## config.mk

```make
export PLATFORM = sky130hd
export DESIGN_NAME = ddr_bank_timing_mon
export DESIGN_NICKNAME = d
export VERILOG_FILES = /design/src/rtl/ddr_mon_pkg.sv /design/src/rtl/ddr_cmd_decode.sv /design/src/rtl/ddr_bank_timer.sv /design/src/rtl/ddr_viol_arbiter.sv /design/src/rtl/ddr_bank_timing_mon.sv
export SDC_FILE = /design/constraint.sdc
export NUM_CORES = 1
export LEC_CHECK = 0
export BUFFER_PORTS_ARGS = -buffer_cell sky130_fd_sc_hd__buf_2
export CAP_MARGIN = 40
export CORE_MARGIN = 1
export CORE_UTILIZATION = 30
export CTS_BUF_LIST = sky130_fd_sc_hd__clkbuf_4
export DETAILED_ROUTE_END_ITERATION = 6
export GPL_TIMING_DRIVEN = 0
export RECOVER_POWER = 100
export REMOVE_ABC_BUFFERS = 1
export SLEW_MARGIN = 20
export SYNTH_ARGS = -nofsm -noshare
export SYNTH_HDL_FRONTEND = slang
export SYNTH_HIERARCHICAL = 1
export SYNTH_SLANG_ARGS = --single-unit
```

## constraint.sdc

```tcl
create_clock -name clk_i -period 2.81 [get_ports clk_i]
set_input_delay 0.843 -clock clk_i [delete_from_list [all_inputs] [get_ports clk_i]]
set_output_delay 0.843 -clock clk_i [all_outputs]
set_load 0.005 [all_outputs]
```

## src/rtl/ddr_mon_pkg.sv

```systemverilog
package ddr_mon_pkg;
  localparam int NUM_BANKS = 4;
  localparam int BA_W      = 2;

  typedef enum logic [1:0] {
    RULE_RTP = 2'd0,
    RULE_RAS = 2'd1,
    RULE_RP  = 2'd2,
    RULE_RC  = 2'd3
  } rule_e;

  typedef struct packed {
    logic            act;
    logic            rd;
    logic            pre;
    logic            all;
    logic [BA_W-1:0] bank;
  } cmd_t;
endpackage

```

## src/rtl/ddr_cmd_decode.sv

```systemverilog
module ddr_cmd_decode
  import ddr_mon_pkg::*;
(
  input  logic            cs_n_i,
  input  logic            ras_n_i,
  input  logic            cas_n_i,
  input  logic            we_n_i,
  input  logic [BA_W-1:0] ba_i,
  input  logic            a10_i,
  output cmd_t            cmd_o
);
  always_comb begin
    cmd_o.pre  = !cs_n_i && !ras_n_i &&  cas_n_i && !we_n_i;
    cmd_o.act  = !cs_n_i && !ras_n_i &&  cas_n_i &&  we_n_i;
    cmd_o.rd   = !cs_n_i &&  ras_n_i && !cas_n_i &&  we_n_i;
    cmd_o.all  = a10_i;
    cmd_o.bank = ba_i;
  end
endmodule

```

## src/rtl/ddr_bank_timer.sv

```systemverilog
module ddr_bank_timer #(
  parameter int TW = 6
) (
  input  logic          clk_i,
  input  logic          rst_ni,
  input  logic          rd_i,
  input  logic          act_i,
  input  logic          pre_i,
  input  logic [TW-1:0] rtp_req_i,
  input  logic [TW-1:0] tras_i,
  input  logic [TW-1:0] trp_i,
  input  logic [TW-1:0] trc_i,
  output logic          open_o,
  output logic [3:0]    bad_o     // bit index = rule code
);
  localparam logic [TW-1:0] SAT = '1;
  localparam logic [TW-1:0] ONE = {{(TW-1){1'b0}}, 1'b1};

  logic          open_q;
  logic [TW-1:0] rd_cnt_q, act_cnt_q, pre_cnt_q;

  function automatic logic [TW-1:0] bump(input logic [TW-1:0] c);
    return (c == SAT) ? c : c + ONE;
  endfunction

  // counter value = clocks since the event, seen at the checking edge
  always_ff @(posedge clk_i or negedge rst_ni) begin
    if (!rst_ni) begin
      open_q    <= 1'b0;
      rd_cnt_q  <= SAT;
      act_cnt_q <= SAT;
      pre_cnt_q <= SAT;
    end else begin
      if (act_i)      open_q <= 1'b1;
      else if (pre_i) open_q <= 1'b0;
      rd_cnt_q  <= rd_i  ? ONE : bump(rd_cnt_q);
      act_cnt_q <= act_i ? ONE : bump(act_cnt_q);
      pre_cnt_q <= pre_i ? ONE : bump(pre_cnt_q);
    end
  end

  assign open_o   = open_q;
  assign bad_o[0] = pre_i && open_q && (rd_cnt_q  < rtp_req_i);
  assign bad_o[1] = pre_i && open_q && (act_cnt_q < tras_i);
  assign bad_o[2] = act_i && (pre_cnt_q < trp_i);
  assign bad_o[3] = act_i && (act_cnt_q < trc_i);
endmodule

```

## src/rtl/ddr_viol_arbiter.sv

```systemverilog
module ddr_viol_arbiter
  import ddr_mon_pkg::*;
#(
  parameter int NB = NUM_BANKS
) (
  input  logic [NB-1:0][3:0] bad_i,
  output logic               hit_o,
  output rule_e              rule_o,
  output logic [BA_W-1:0]    bank_o
);
  always_comb begin
    hit_o  = 1'b0;
    rule_o = RULE_RTP;
    bank_o = '0;
    // descending scan: lowest faulty bank ends up winning
    for (int b = NB - 1; b >= 0; b--) begin
      if (|bad_i[b]) begin
        hit_o  = 1'b1;
        bank_o = BA_W'(b);
        if (bad_i[b][0])      rule_o = RULE_RTP;
        else if (bad_i[b][1]) rule_o = RULE_RAS;
        else if (bad_i[b][2]) rule_o = RULE_RP;
        else                  rule_o = RULE_RC;
      end
    end
  end
endmodule

```

## src/rtl/ddr_bank_timing_mon.sv

```systemverilog
module ddr_bank_timing_mon
  import ddr_mon_pkg::*;
#(
  parameter int TW = 6
) (
  input  logic          clk_i,
  input  logic          rst_ni,
  input  logic          cs_n_i,
  input  logic          ras_n_i,
  input  logic          cas_n_i,
  input  logic          we_n_i,
  input  logic [1:0]    ba_i,
  input  logic          a10_i,
  input  logic [2:0]    al_i,
  input  logic          bl8_i,
  input  logic [TW-1:0] trtp_i,
  input  logic [TW-1:0] tras_i,
  input  logic [TW-1:0] trp_i,
  input  logic [TW-1:0] trc_i,
  output logic          viol_o,
  output logic [1:0]    viol_rule_o,
  output logic [1:0]    viol_bank_o
);
  localparam int            NB        = NUM_BANKS;
  localparam logic [TW-1:0] ONE       = {{(TW-1){1'b0}}, 1'b1};
  localparam logic [TW-1:0] HALF_BL4  = ONE + ONE;
  localparam logic [TW-1:0] HALF_BL8  = HALF_BL4 + HALF_BL4;
  localparam logic [TW-1:0] TRTP_FAST = HALF_BL4;

  cmd_t                cmd;
  logic [TW-1:0]       rtp_req;
  logic [NB-1:0]       bank_open;
  logic [NB-1:0][3:0]  bad;
  logic                hit;
  rule_e               rule;
  logic [BA_W-1:0]     bank;

  ddr_cmd_decode u_dec (
    .cs_n_i (cs_n_i),
    .ras_n_i(ras_n_i),
    .cas_n_i(cas_n_i),
    .we_n_i (we_n_i),
    .ba_i   (ba_i),
    .a10_i  (a10_i),
    .cmd_o  (cmd)
  );

  always_comb begin
    rtp_req = {{(TW-3){1'b0}}, al_i};
    rtp_req = rtp_req + (bl8_i ? HALF_BL8 : HALF_BL4);
    if (trtp_i > TRTP_FAST) rtp_req = rtp_req + ONE;
  end

  for (genvar b = 0; b < NB; b++) begin : g_bank
    logic sel;
    assign sel = (cmd.bank == BA_W'(b));
    ddr_bank_timer #(.TW(TW)) u_tmr (
      .clk_i    (clk_i),
      .rst_ni   (rst_ni),
      .rd_i     (cmd.rd  && sel),
      .act_i    (cmd.act && sel),
      .pre_i    (cmd.pre && (cmd.all || sel)),
      .rtp_req_i(rtp_req),
      .tras_i   (tras_i),
      .trp_i    (trp_i),
      .trc_i    (trc_i),
      .open_o   (bank_open[b]),
      .bad_o    (bad[b])
    );
  end

  ddr_viol_arbiter #(.NB(NB)) u_arb (
    .bad_i (bad),
    .hit_o (hit),
    .rule_o(rule),
    .bank_o(bank)
  );

  always_ff @(posedge clk_i or negedge rst_ni) begin
    if (!rst_ni) begin
      viol_o      <= 1'b0;
      viol_rule_o <= 2'd0;
      viol_bank_o <= 2'd0;
    end else begin
      viol_o      <= hit;
      viol_rule_o <= rule;
      viol_bank_o <= bank;
    end
  end
endmodule

```

==> reports/metrics.cfg <==
[status]
status=finished, violations left
failed_checks=capacitance limit, slew limit, setup timing

[clocking]
cts_sinks=81
path_clk_slew_ns=0.14
cts_buffer_depth=2
htreeDepth=3
cts-root-buf=clkbuf_4
hold_buffers=0
numCtsBuffers=9
cts_tree=yes
clk_latency_ns=0.48

[final_layout]
nets=942
drive_above_1_share=0.226
final_cell_area_um2=7570
area_delta_synth_final_pct=15.7
seq_area_um2=2120
nFillCells=2201
multiInputGateArea_um2=4230
fin_cells=1091

[global_route]
overflow=0
antenna_found_initial=1
grt_pass1_vias=5321
grt_max_degree=56
grt_pass1_wl_um=25900
grt.total_usage=0.146

[pwr]
max-vdd-ir-drop_mv=0.274
p_total_mw=6.73
cellLeakagePower_nw=3.48
powerDensity_nw_per_um2=889

[timing]
finalSetupViolCount=5
finalSetupTns_ns=-1.98
hold_violations=0
maxSlewHeadroom=-0.00976
worstMarginPinSlew_ns=1.51
rsz0062_at_grt=yes
setup_ws_ns=-0.536
hold_ws_ns=0.499
finalCriticalPeriod_ns=3.35
slew_viol_final=28
fin_skew_ns=0.0161
min_period_over_period=1.19
maxClockFrequency_mhz=299

[synthesis]
synth_common_cells=inv_1, ha_1, dfstp_2
synth_top_area_cell=dfstp_2
synth_most_common_cell=inv_1
synth_ff_type=dfstp_2
yosysUniqueCellTypes=49
synth-edff-count=0
syn_avg_cell_area_um2=8.77
syn-cell-area_um2=6540
synth_warnings=6
ys_top_cells_by_area=dfstp_2, ha_1, inv_1
synth-async-reset-ratio=1.00
syn_inst=746
synth_seq_area_share=0.324
postSynthRegisterBits=81
yosys.area.top_type_share=0.289

[placement]
port_buffers=41
hpwlAfterDp_um=11400
placed_area_um2=7090
dp.cells=1059
gp_congestion=0.777

[worst_setup_path]
worstPathArrival_ns=3.70
cp-endpoint=viol_rule_o[0]$_DFF_PN0_
critPathCaptureType=register
crit_chain=buf_8 -> inv_4 -> ha_4 -> fa_2 -> o2111ai_4 -> xnor2_2 -> inv_1 -> ha_2 -> a21o_1 -> a211o_1 -> a41oi_4 -> nor3b_2 -> a21oi_2 -> o41ai_2 -> or3_1
crit-reg2reg-launch=g_bank[3].u_tmr/pre_cnt_q[2]$_DFFE_PN1P_
path_class=in -> reg
worst_path_max_delay_cell=fa_2
cp_max_fo=4
crit_path_start=bl8_i
startpoint_type=primary input
r2r_end=viol_rule_o[0]$_DFF_PN0_
reg2reg_depth=8
max_stage_delay_ns=0.59
crit_required_ns=3.17
rrSetupSlack_ns=0.28

[die]
die_x_um=150
rows=53
start_util=0.308
core-area_um2=21200
die_area_um2=22400
io_pins=42
fp.dieH_um=150

[min_path]
hold_start=g_bank[2].u_tmr/open_o$_DFFE_PN0P_
hp-class=reg -> reg

[route]
antenna_left=0
dr.pass1.iters=4
wire_per_inst_um=14.2
drcViolationCount=0
first_iter_violations=311
vias=5543
drt-total-wl_um=15500
viasPerCell=5.08

[flow_run]
maxCapViolCount=1

-- kinds of logic (layout without fill, tap and decap cells) --
| kind of cell | Yosys count | in the layout | share of synthesized area |
|---|---|---|---|
| AO/OA/AOI/OAI | 191 | 191 | 0.186 |
| adder cells (fa/ha/maj) | 95 | 95 | 0.183 |
| buffers and inverters | 108 | 174 | 0.0645 |
| AND/OR/NAND/NOR | 254 | 254 | 0.218 |
| XOR/XNOR | 3 | 3 | 0.00402 |
| other | 1 | 5 | 0.000573 |
| flip-flops | 81 | 81 | 0.324 |
| multiplexers | 13 | 13 | 0.0207 |
-- stage by stage --
stage | util | worst slack, ns
after floorplan | - | -0.847
after global placement | 0.333 | -1.56
after detailed placement | 0.334 | -1.55
after CTS | 0.356 | -0.525
after global routing | 0.357 | -0.600
final | 0.357 | -0.536
-- cells in the final DEF (no fill, tap or decap), types with 9 or more instances in the layout --
cell type,Yosys,routed
a21o_1,16,16
a21oi_1,53,51
a31oi_1,25,25
and3_1,18,18
buf_2,4,32
buf_4,3,11
clkbuf_4,0,10
dfrtp_1,9,9
dfstp_2,72,64
ha_1,94,85
inv_1,101,94
mux2i_1,12,12
nand2_1,50,50
nand2b_1,9,9
nand3_1,9,12
nor2_1,39,37
nor2b_1,39,39
nor3_1,30,29
o21ai_0,46,42
or3_1,9,9
-- worst min path at each step --
| stage | to | cells past startpoint |
|---|---|---|
| detailed placement | g_bank[2].u_tmr/open_o$_DFFE_PN0P_ | 1 |
| floorplan | g_bank[0].u_tmr/open_o$_DFFE_PN0P_ | 1 |
| CTS | g_bank[2].u_tmr/open_o$_DFFE_PN0P_ | 1 |
| global route | g_bank[2].u_tmr/open_o$_DFFE_PN0P_ | 1 |
| finish | g_bank[2].u_tmr/open_o$_DFFE_PN0P_ | 1 |
| global placement | g_bank[2].u_tmr/open_o$_DFFE_PN0P_ | 1 |
-- power breakdown --
group          switching [mW]  internal (mW)
clock                   0.453          0.270
sequential              0.878           2.12
combinational            1.56           1.45
total                    2.89           3.84
-- layout make-up --
class	instances	share of cell area
antenna	1	0.000331
clock buffer	9	0.00893
clock inverter	7	0.00910
inverter	101	0.0508
multi-input combinational	560	0.560
sequential	81	0.280
tap	275	0.0455
timing repair buffer	57	0.0460
-- sequential cells by signal, indices dropped and copies added (netlist names) --
| register | cells |
|---|---|
| viol_o | 1 |
| g_bank.u_tmr/open_o | 4 |
| g_bank.u_tmr/act_cnt_q | 24 |
| viol_bank_o | 2 |
| viol_rule_o | 2 |
| g_bank.u_tmr/pre_cnt_q | 24 |
| g_bank.u_tmr/rd_cnt_q | 24 |
-- layer usage --
layer / routed length, um / GRT usage / vias to the layer above
li1: - / - / 2807
met1: 7500 / 0.188 / 2646
met2: 7360 / 0.250 / 75
met3: 392 / 0.0241 / 15
met4: 224 / 0.0460 / 0
met5: 0 / 0 / -
-- critical path, delay by kind of cell --
kind                       cells  cell delay (ns)
xor gates and xnor gates       1             0.22
AOI/OAI and AO/OA              6             1.12
and+or+nand+nor                2             0.42
buffers and inverters          3             0.18
adders and majority gates      3             0.89
-- repair_timing --
action	in CTS	in global routing
endpoints found under the setup margin	5	5
resized for setup	49	10
setup buffers	13	2
pin swaps	28	4
No activity file was read; power rests on OpenSTA's default activity.
